## src/rtl/tacc_pkg.sv

```systemverilog
package tacc_pkg;
  // Register offsets that software relies on
  localparam logic [11:0] OFS_CTRL = 12'hF00;
  localparam logic [11:0] OFS_FRAC = 12'hF08;
  localparam logic [11:0] OFS_NSEC = 12'hF10;
  localparam logic [11:0] OFS_STEP = 12'hF18;

  typedef enum logic [2:0] {
    SEL_NONE,
    SEL_CTRL,
    SEL_FRAC,
    SEL_NSEC,
    SEL_STEP
  } reg_sel_e;
endpackage

```

## src/rtl/tacc_decode.sv

```systemverilog
module tacc_decode
  import tacc_pkg::*;
#(
  parameter int ADDR_W = 12
) (
  input  logic [ADDR_W-1:0] addr,
  output reg_sel_e          sel
);
  always_comb begin
    if (addr == ADDR_W'(OFS_CTRL))      sel = SEL_CTRL;
    else if (addr == ADDR_W'(OFS_FRAC)) sel = SEL_FRAC;
    else if (addr == ADDR_W'(OFS_NSEC)) sel = SEL_NSEC;
    else if (addr == ADDR_W'(OFS_STEP)) sel = SEL_STEP;
    else                                sel = SEL_NONE;
  end
endmodule

```

## src/rtl/tacc_accum.sv

```systemverilog
module tacc_accum #(
  parameter int NS_W   = 64,
  parameter int FRAC_W = 32,
  parameter int STEP_W = 64
) (
  input  logic              clk,
  input  logic              rst,
  input  logic              run,
  input  logic [STEP_W-1:0] step,
  input  logic              ld_ns,
  input  logic              ld_frac,
  input  logic [NS_W-1:0]   ld_ns_val,
  input  logic [FRAC_W-1:0] ld_frac_val,
  output logic [NS_W-1:0]   ns,
  output logic [FRAC_W-1:0] frac
);
  localparam int ACC_W = NS_W + FRAC_W;

  logic [ACC_W-1:0] acc_next;

  // One wide adder: fraction carry ripples into nanoseconds in-cycle
  assign acc_next = {ns, frac} + ACC_W'(step);

  always_ff @(posedge clk) begin
    if (rst) begin
      ns   <= '0;
      frac <= '0;
    end else if (ld_ns || ld_frac) begin
      if (ld_ns)   ns   <= ld_ns_val;
      if (ld_frac) frac <= ld_frac_val;
    end else if (run) begin
      ns   <= acc_next[ACC_W-1:FRAC_W];
      frac <= acc_next[FRAC_W-1:0];
    end
  end
endmodule

```

## src/rtl/tacc_ctrl.sv

```systemverilog
module tacc_ctrl
  import tacc_pkg::*;
#(
  parameter int DATA_W = 64,
  parameter int NS_W   = 64,
  parameter int FRAC_W = 32,
  parameter int STEP_W = 64
) (
  input  logic              clk,
  input  logic              rst,
  input  logic              wr,
  input  logic              rd,
  input  reg_sel_e          sel,
  input  logic [DATA_W-1:0] wdata,
  input  logic [NS_W-1:0]   ns,
  input  logic [FRAC_W-1:0] frac,
  output logic              run,
  output logic [STEP_W-1:0] step,
  output logic              ld_ns,
  output logic              ld_frac,
  output logic [DATA_W-1:0] rdata
);
  logic [DATA_W-1:0] rd_mux;

  assign ld_ns   = wr && (sel == SEL_NSEC);
  assign ld_frac = wr && (sel == SEL_FRAC);

  always_ff @(posedge clk) begin
    if (rst) begin
      run  <= 1'b0;
      step <= '0;
    end else if (wr) begin
      if (sel == SEL_CTRL) run  <= wdata[0];
      if (sel == SEL_STEP) step <= wdata[STEP_W-1:0];
    end
  end

  always_comb begin
    case (sel)
      SEL_CTRL: rd_mux = DATA_W'(run);
      SEL_FRAC: rd_mux = DATA_W'(frac);
      SEL_NSEC: rd_mux = DATA_W'(ns);
      SEL_STEP: rd_mux = DATA_W'(step);
      default:  rd_mux = '0;
    endcase
  end

  always_ff @(posedge clk) begin
    if (rst)     rdata <= '0;
    else if (rd) rdata <= rd_mux;
  end
endmodule

```

## src/rtl/ns_time_accum.sv

```systemverilog
module ns_time_accum
  import tacc_pkg::*;
#(
  parameter int ADDR_W     = 12,
  parameter int DATA_W     = 64,
  parameter int NS_W       = 64,
  parameter int FRAC_W     = 32,
  parameter int STEP_INT_W = 32
) (
  input  logic              clk,
  input  logic              rst,
  input  logic              bus_wr,
  input  logic              bus_rd,
  input  logic [ADDR_W-1:0] bus_addr,
  input  logic [DATA_W-1:0] bus_wdata,
  output logic [DATA_W-1:0] bus_rdata,
  output logic [NS_W-1:0]   time_ns,
  output logic [FRAC_W-1:0] time_frac
);
  localparam int STEP_W = STEP_INT_W + FRAC_W;

  reg_sel_e          sel;
  logic              run_q;
  logic [STEP_W-1:0] step_q;
  logic              ld_ns, ld_frac;
  logic [NS_W-1:0]   ns_q;
  logic [FRAC_W-1:0] frac_q;

  tacc_decode #(.ADDR_W(ADDR_W)) u_decode (
    .addr (bus_addr),
    .sel  (sel)
  );

  tacc_ctrl #(
    .DATA_W(DATA_W), .NS_W(NS_W), .FRAC_W(FRAC_W), .STEP_W(STEP_W)
  ) u_ctrl (
    .clk     (clk),
    .rst     (rst),
    .wr      (bus_wr),
    .rd      (bus_rd),
    .sel     (sel),
    .wdata   (bus_wdata),
    .ns      (ns_q),
    .frac    (frac_q),
    .run     (run_q),
    .step    (step_q),
    .ld_ns   (ld_ns),
    .ld_frac (ld_frac),
    .rdata   (bus_rdata)
  );

  tacc_accum #(
    .NS_W(NS_W), .FRAC_W(FRAC_W), .STEP_W(STEP_W)
  ) u_accum (
    .clk         (clk),
    .rst         (rst),
    .run         (run_q),
    .step        (step_q),
    .ld_ns       (ld_ns),
    .ld_frac     (ld_frac),
    .ld_ns_val   (bus_wdata[NS_W-1:0]),
    .ld_frac_val (bus_wdata[FRAC_W-1:0]),
    .ns          (ns_q),
    .frac        (frac_q)
  );

  assign time_ns   = ns_q;
  assign time_frac = frac_q;
endmodule

```

## config.mk

```make
export PLATFORM = sky130hd
export DESIGN_NAME = ns_time_accum
export DESIGN_NICKNAME = d
export VERILOG_FILES = /design/src/rtl/tacc_pkg.sv /design/src/rtl/tacc_decode.sv /design/src/rtl/tacc_accum.sv /design/src/rtl/tacc_ctrl.sv /design/src/rtl/ns_time_accum.sv
export SDC_FILE = /design/constraint.sdc
export NUM_CORES = 1
export LEC_CHECK = 0
export ABC_AREA = 1
export ABC_CLOCK_PERIOD_IN_PS = 2600
export BUFFER_PORTS_ARGS = -buffer_cell sky130_fd_sc_hd__buf_2
export CORE_MARGIN = 3
export CORE_UTILIZATION = 54
export DETAILED_ROUTE_END_ITERATION = 16
export HOLD_SLACK_MARGIN = 0.12
export PLACE_DENSITY = 0.76
export REMOVE_ABC_BUFFERS = 1
export SYNTH_ARGS = -nofsm -noshare
export SYNTH_HDL_FRONTEND = slang
export SYNTH_HIERARCHICAL = 1
export SYNTH_SLANG_ARGS = --single-unit
```

## constraint.sdc

```tcl
create_clock -name clk -period 2.6 [get_ports clk]
set_input_delay 0.39 -clock clk [delete_from_list [all_inputs] [get_ports clk]]
set_output_delay 0.39 -clock clk [all_outputs]
set_load 0.005 [all_outputs]
```

## Yosys cells after proc, flatten, opt, wreduce, memory -nomap -nowiden

Cells that the tools add are included.

- Input bits: 80
- Output and inout port bits: 160
- Bits in registers: 225

- Add/sub/neg operators: 1
- Multiplexer cells: 11
- Reductions and logical operators: 8
- Equality and inequality tests: 10

Operators by type and width:

| kind | count |
|---|---|
| 64-bit one-hot mux with 4 select lines | 1 |
| 64-bit two-way mux | 3 |
| 96-bit by 64-bit adder with 96-bit output | 1 |
| 32-bit two-way mux | 3 |
| 12-bit == test, second input constant | 4 |
| 3-bit two-way mux | 4 |
| 2-bit AND reduction | 4 |
| 3-bit by 2-bit == test with 1-bit output, second input constant | 2 |
| 2-bit by 1-bit inequality test with 1-bit output, second input constant | 2 |
| 3-bit by 1-bit == test with 1-bit output, second input constant | 1 |
| 3-bit == test, second input constant | 1 |
| 1-bit logical AND | 2 |
| 2-bit nonzero test | 1 |
| 1-bit logical OR | 1 |

## Logic depth before layout (Yosys ltp)

- Word-level depth: 10
- Mapped depth: 19

## Modules after synthesis

The synthesis kept the hierarchy.

By module, submodules not included:

| module | area an instance (sq um) | cells each | sequential area each (sq um) | times used |
|---|---|---|---|---|
| tacc_accum | 12808.5 | 2399 | 1921.8 | 1 |
| tacc_ctrl | 5962.0 | 801 | 2582.5 | 1 |
| tacc_decode | 145.1 | 30 | 0.0 | 1 |

## Worst setup path after synthesis

No wires, ideal clock.

- Path kind: input to register
- From: in bus_addr[6]
- To: reg u_accum.ns[41]
- Required time: 2532 ps
- Slack: -194 ps
- Arrival: 2727 ps
- Stages: 17
- Cells stage by stage: inv_1 nand2_2 nor2_2 nand2_1 o21ai_1 buf_4 nand3_4 buf_6 nor2_1 nor2_1 nand2_1 inv_2 nor2_2 buf_4 clkbuf_1 nand2_1 a21oi_2

- Elaborated cells on any way between the ends: 17

RTL lines:

| element | RTL line | text |
|---|---|---|
| start: declaration | ns_time_accum.sv:14 | `input logic [ADDR_W-1:0] bus_addr,` |
| 12-bit == test | tacc_decode.sv:12 | `else if (addr == ADDR_W'(OFS_NSEC)) sel = SEL_NSEC;` |
| 3-bit two-way mux | tacc_decode.sv:12 |  |
| 3-bit two-way mux | tacc_decode.sv:11 | `else if (addr == ADDR_W'(OFS_FRAC)) sel = SEL_FRAC;` |
| 3-bit two-way mux * | tacc_decode.sv:10 | `if (addr == ADDR_W'(OFS_CTRL)) sel = SEL_CTRL;` |
| via sel[0] | ns_time_accum.sv:22 | `reg_sel_e sel;` |
| 3-bit by 2-bit == test with 1-bit output * | tacc_ctrl.sv:25 | `assign ld_ns = wr && (sel == SEL_NSEC);` |
| 1-bit logical AND * | tacc_ctrl.sv:25 |  |
| via ld_ns | ns_time_accum.sv:25 | `logic ld_ns, ld_frac;` |
| 1-bit logical OR | tacc_accum.sv:28 | `end else if (ld_ns \|\| ld_frac) begin` |
| 2-bit by 1-bit inequality test with 1-bit output (no line) or 2-bit nonzero test (tied branches) | n/a |  |
| 2-bit AND reduction (no line) | n/a |  |
| end signal: assignment | tacc_accum.sv:29 | `if (ld_ns) ns <= ld_ns_val;` |
| end signal: assignment | tacc_accum.sv:32 | `ns <= acc_next[ACC_W-1:FRAC_W];` |
| end: declaration | tacc_accum.sv:14 | `output logic [NS_W-1:0] ns,` |

Mark *: on every way through the listed nets, which the timed path passes. The rest lies on a longest branch.
A chain may end at the register's enable or synchronous reset.

## Final worst setup path

- From: reg u_ctrl.step[12]
- To: reg u_accum.ns[39]

- Cells in the longest elaborated chain, start to end: 3

RTL lines:

| element | RTL line | text |
|---|---|---|
| start: declaration | tacc_ctrl.sv:18 | `output logic [STEP_W-1:0] step,` |
| start signal: assignment | tacc_ctrl.sv:34 | `if (sel == SEL_STEP) step <= wdata[STEP_W-1:0];` |
| 96-bit by 64-bit adder with 96-bit output | tacc_accum.sv:22 | `assign acc_next = {ns, frac} + ACC_W'(step);` |
| 64-bit two-way mux | tacc_accum.sv:31 | `end else if (run) begin` |
| 64-bit two-way mux | tacc_accum.sv:28 |  |

No other way between the ends. The select of a mux whose other input is x is not followed.

==> impl_metrics.env <==
export IMPL_finalNonFillerCells=4068
export IMPL_worst_pin_slew_ns=0.929
export IMPL_yosys_top_cells_area="dfxtp_1 (24%), nand2_1 (21%), inv_1 (9.4%)"
export IMPL_power_leakage_nw=11.5
export IMPL_synth_edf_count=0
export IMPL_cts_tree="built"
export IMPL_yosysWarnings=6
export IMPL_setup_viol=0
export IMPL_cp_slowest_cell="ha_2"
export IMPL_vias_per_cell=5.85
export IMPL_irDropWorstVdd_uv=594
export IMPL_die_h_um=193
export IMPL_fin_skew_ns=0.0240
export IMPL_grt_ovfl_total=0
export IMPL_antenna_found_initial=0
export IMPL_diodes=0
export IMPL_cts_root_buf="clkbuf_16"
export IMPL_placementRows=67
export IMPL_worst_ep_arrival_time_ns=2.99
export IMPL_initial_core_util_pct=55.6
export IMPL_yosys_register_bits=225
export IMPL_synth_cell_types=40
export IMPL_required_ns=3.02
export IMPL_netlist_area_sq_um=18900
export IMPL_routed_wl_mm=87.3
export IMPL_areaGrowthSynthToFinish_pct=23.0
export IMPL_syn_area_per_cell_sq_um=5.86
export IMPL_post_place_ws_ns=-0.360
export IMPL_grt_busiest_layer="met2"
export IMPL_crit_path_max_incr_delay_ns=0.40
export IMPL_dp_hpwl_mm=67.3
export IMPL_path_clk_slew_ns=0.07
export IMPL_met2_usage_pct=73.9
export IMPL_globalRouteTotalUtil_pct=44.6
export IMPL_netlist_top_cells_count="nand2_1 (1042), inv_1 (474), a21oi_1 (234)"
export IMPL_power_total_w=0.00747
export IMPL_max_slew_margin_pct=38.1
export IMPL_dieArea_sq_um=37300
export IMPL_cts_buffers=25
export IMPL_io_pins=240
export IMPL_first_pass_iters=6
export IMPL_hp_class="input pin to flop"
export IMPL_clock_sinks=225
export IMPL_setup_slack_ns=0.0267
export IMPL_drt_iter0_drc=3032
export IMPL_nFillCells=2911
export IMPL_met1_usage_pct=53.5
export IMPL_clk_latency_ns=0.58
export IMPL_multiInputGateArea_sq_um=12200
export IMPL_whs_ns=0.120
export IMPL_grt_pass1_vias=22123
export IMPL_end_kind="flop"
export IMPL_grt_pass1_wl_mm=126
export IMPL_seq_area_frac_synth_pct=23.8
export IMPL_ff_latch_area_sq_um=4520
export IMPL_htreeDepth=1
export IMPL_fin_nets=3746
export IMPL_synthFlopType="dfxtp_1"
export IMPL_cts_max_path_buffers=3
export IMPL_crit_type="flop to flop"
export IMPL_period_minus_slack_ns=2.57
export IMPL_cp_start_kind="flop"
export IMPL_grt_max_degree=92
export IMPL_synth_most_common_cell="nand2_1"
export IMPL_rsz0062_at_grt="true"
export IMPL_reg2reg_setup_slack_ns=0.03
export IMPL_finalHoldViolCount=0
export IMPL_coreArea_sq_um=34000
export IMPL_num_vias=23785
export IMPL_drv_slew=0
export IMPL_cpMostUsedCell="nand2_1"
export IMPL_placed_cells=4017
export IMPL_syn_inst=3230
export IMPL_maxCapViolations=0
export IMPL_crit_path_cell_trace="ha_2, nand2_1, buf_4, nor2_4, nand2_1, nor2_1, nand2_1, nand3_2, nand2_1, nand2_1, nand2_1, nand3_1, nand3_1, nand2_1, a21oi_1"
export IMPL_drtAntennaViolNets=0
export IMPL_die_width_um=193
export IMPL_cp_max_fo=4
export IMPL_grtUsageMet3_pct=10.7
export IMPL_clock_fmax_mhz=389
export IMPL_drcViolationCount=0
export IMPL_synthArstFlopShare_pct=0
export IMPL_gp_congestion=1.08
export IMPL_period_share_pct=99.0
export IMPL_drive_above_1_share_pct=24.4
export IMPL_io_buffers=239
export IMPL_finalSetupTns_ns=0
export IMPL_synth_top_cell_area_share_pct=23.8
export IMPL_outcome="completed"
export IMPL_power_density_nw_per_um2=321
export IMPL_wl_per_cell_um=21.5
export IMPL_yosys_area_top_type="dfxtp_1"
## path summary, 6_finish.rpt
kind,start,to,cells past startpoint
worst max-delay path,u_ctrl/step[12]$_SDFFE_PP0P_,u_accum/ns[39]$_SDFFE_PP0P_,15
worst min register to register,u_ctrl/rdata[25]$_SDFFE_PP0P_,u_ctrl/rdata[25]$_SDFFE_PP0P_,2
worst max register to register,u_ctrl/step[12]$_SDFFE_PP0P_,u_accum/ns[39]$_SDFFE_PP0P_,15
worst min-delay path,bus_wdata[32],u_accum/ns[32]$_SDFFE_PP0P_,3
## routing by layer
metal  wire length, um  up-vias
met5                 0        -
met4              5890        0
met3             10400      398
met2             39400     1780
met1             31600    10694
li1                  -    10913
## through the flow
step	area [sq um]	util [%]
final	23300	68.4
after global routing	23300	68.4
after CTS	22900	67.3
after detailed placement	22000	64.7
after global placement	22000	64.7
after floorplan	18300	-
## state kept, by name, summed over array words and instances (netlist names)
| name | count |
|---|---|
| u_ctrl/step | 64 |
| u_accum/frac | 32 |
| u_ctrl/rdata | 64 |
| u_accum/ns | 64 |
| u_ctrl/run | 1 |
## area by class of cell
type / instances / area share [%]
Clock buffer: 36 / 3.12
Clock inverter: 10 / 0.473
Inverter: 544 / 8.78
Multi-Input combinational cell: 2335 / 52.3
Sequential cell: 225 / 19.4
Tap cell: 448 / 2.41
Timing Repair Buffer: 470 / 13.5
## repair_timing
item                                    4_1_cts  5_1_grt
endpoints found under the setup margin       28       89
resized for setup                             5       86
buffers inserted                              0        2
hold buffers                                  2        0
pin swaps                                     0        6
hold endpoints to repair                      2        0
## cells in the final DEF, fill, tap and decap left out, types with 11 or more instances in the layout
cell type | Yosys | routed
nor2_4 | 34 | 44
inv_1 | 474 | 472
ha_1 | 64 | 44
nand2_2 | 63 | 70
a211oi_2 | 30 | 30
dfxtp_1 | 225 | 217
nor3_1 | 11 | 11
xnor2_1 | 37 | 37
buf_2 | 30 | 238
nand4_1 | 103 | 103
nand2_1 | 1042 | 1033
inv_2 | 65 | 68
clkbuf_16 | 0 | 26
o21ai_1 | 13 | 22
nor2_1 | 231 | 221
nand3_2 | 18 | 20
a21oi_1 | 234 | 228
nor2_2 | 69 | 69
nand3_1 | 185 | 179
a21oi_2 | 10 | 15
ha_2 | 0 | 11
o21ai_0 | 114 | 103
o22ai_1 | 33 | 33
buf_4 | 9 | 213
buf_12 | 0 | 14
## cells by family (layout without fill, tap and decap cells)
kind of cell / after synthesis / after routing / synth area share [%]
simple gates: 1781 / 1781 / 42.4
buf+inv: 670 / 1060 / 13.9
compound gates: 450 / 450 / 13.7
flops: 225 / 225 / 23.8
fa+ha+maj: 65 / 65 / 4.34
xor+xnor: 39 / 39 / 1.81
## where the power goes
part / total (W) / internal (W) / switching [W]
logic: 0.000268 / 0.0000699 / 0.000198
registers: 0.00345 / 0.00345 / 0.000000698
clock network: 0.00375 / 0.00214 / 0.00161
## worst max-delay path, delay by kind of cell, from the launching register on
kind	cells	cell delay [ns]
compound gates	1	0.08
fa+ha+maj	1	0.40
buf+inv	1	0.19
flops	1	0.34
simple gates	12	1.40
Power figures use the tool's default switching activity.
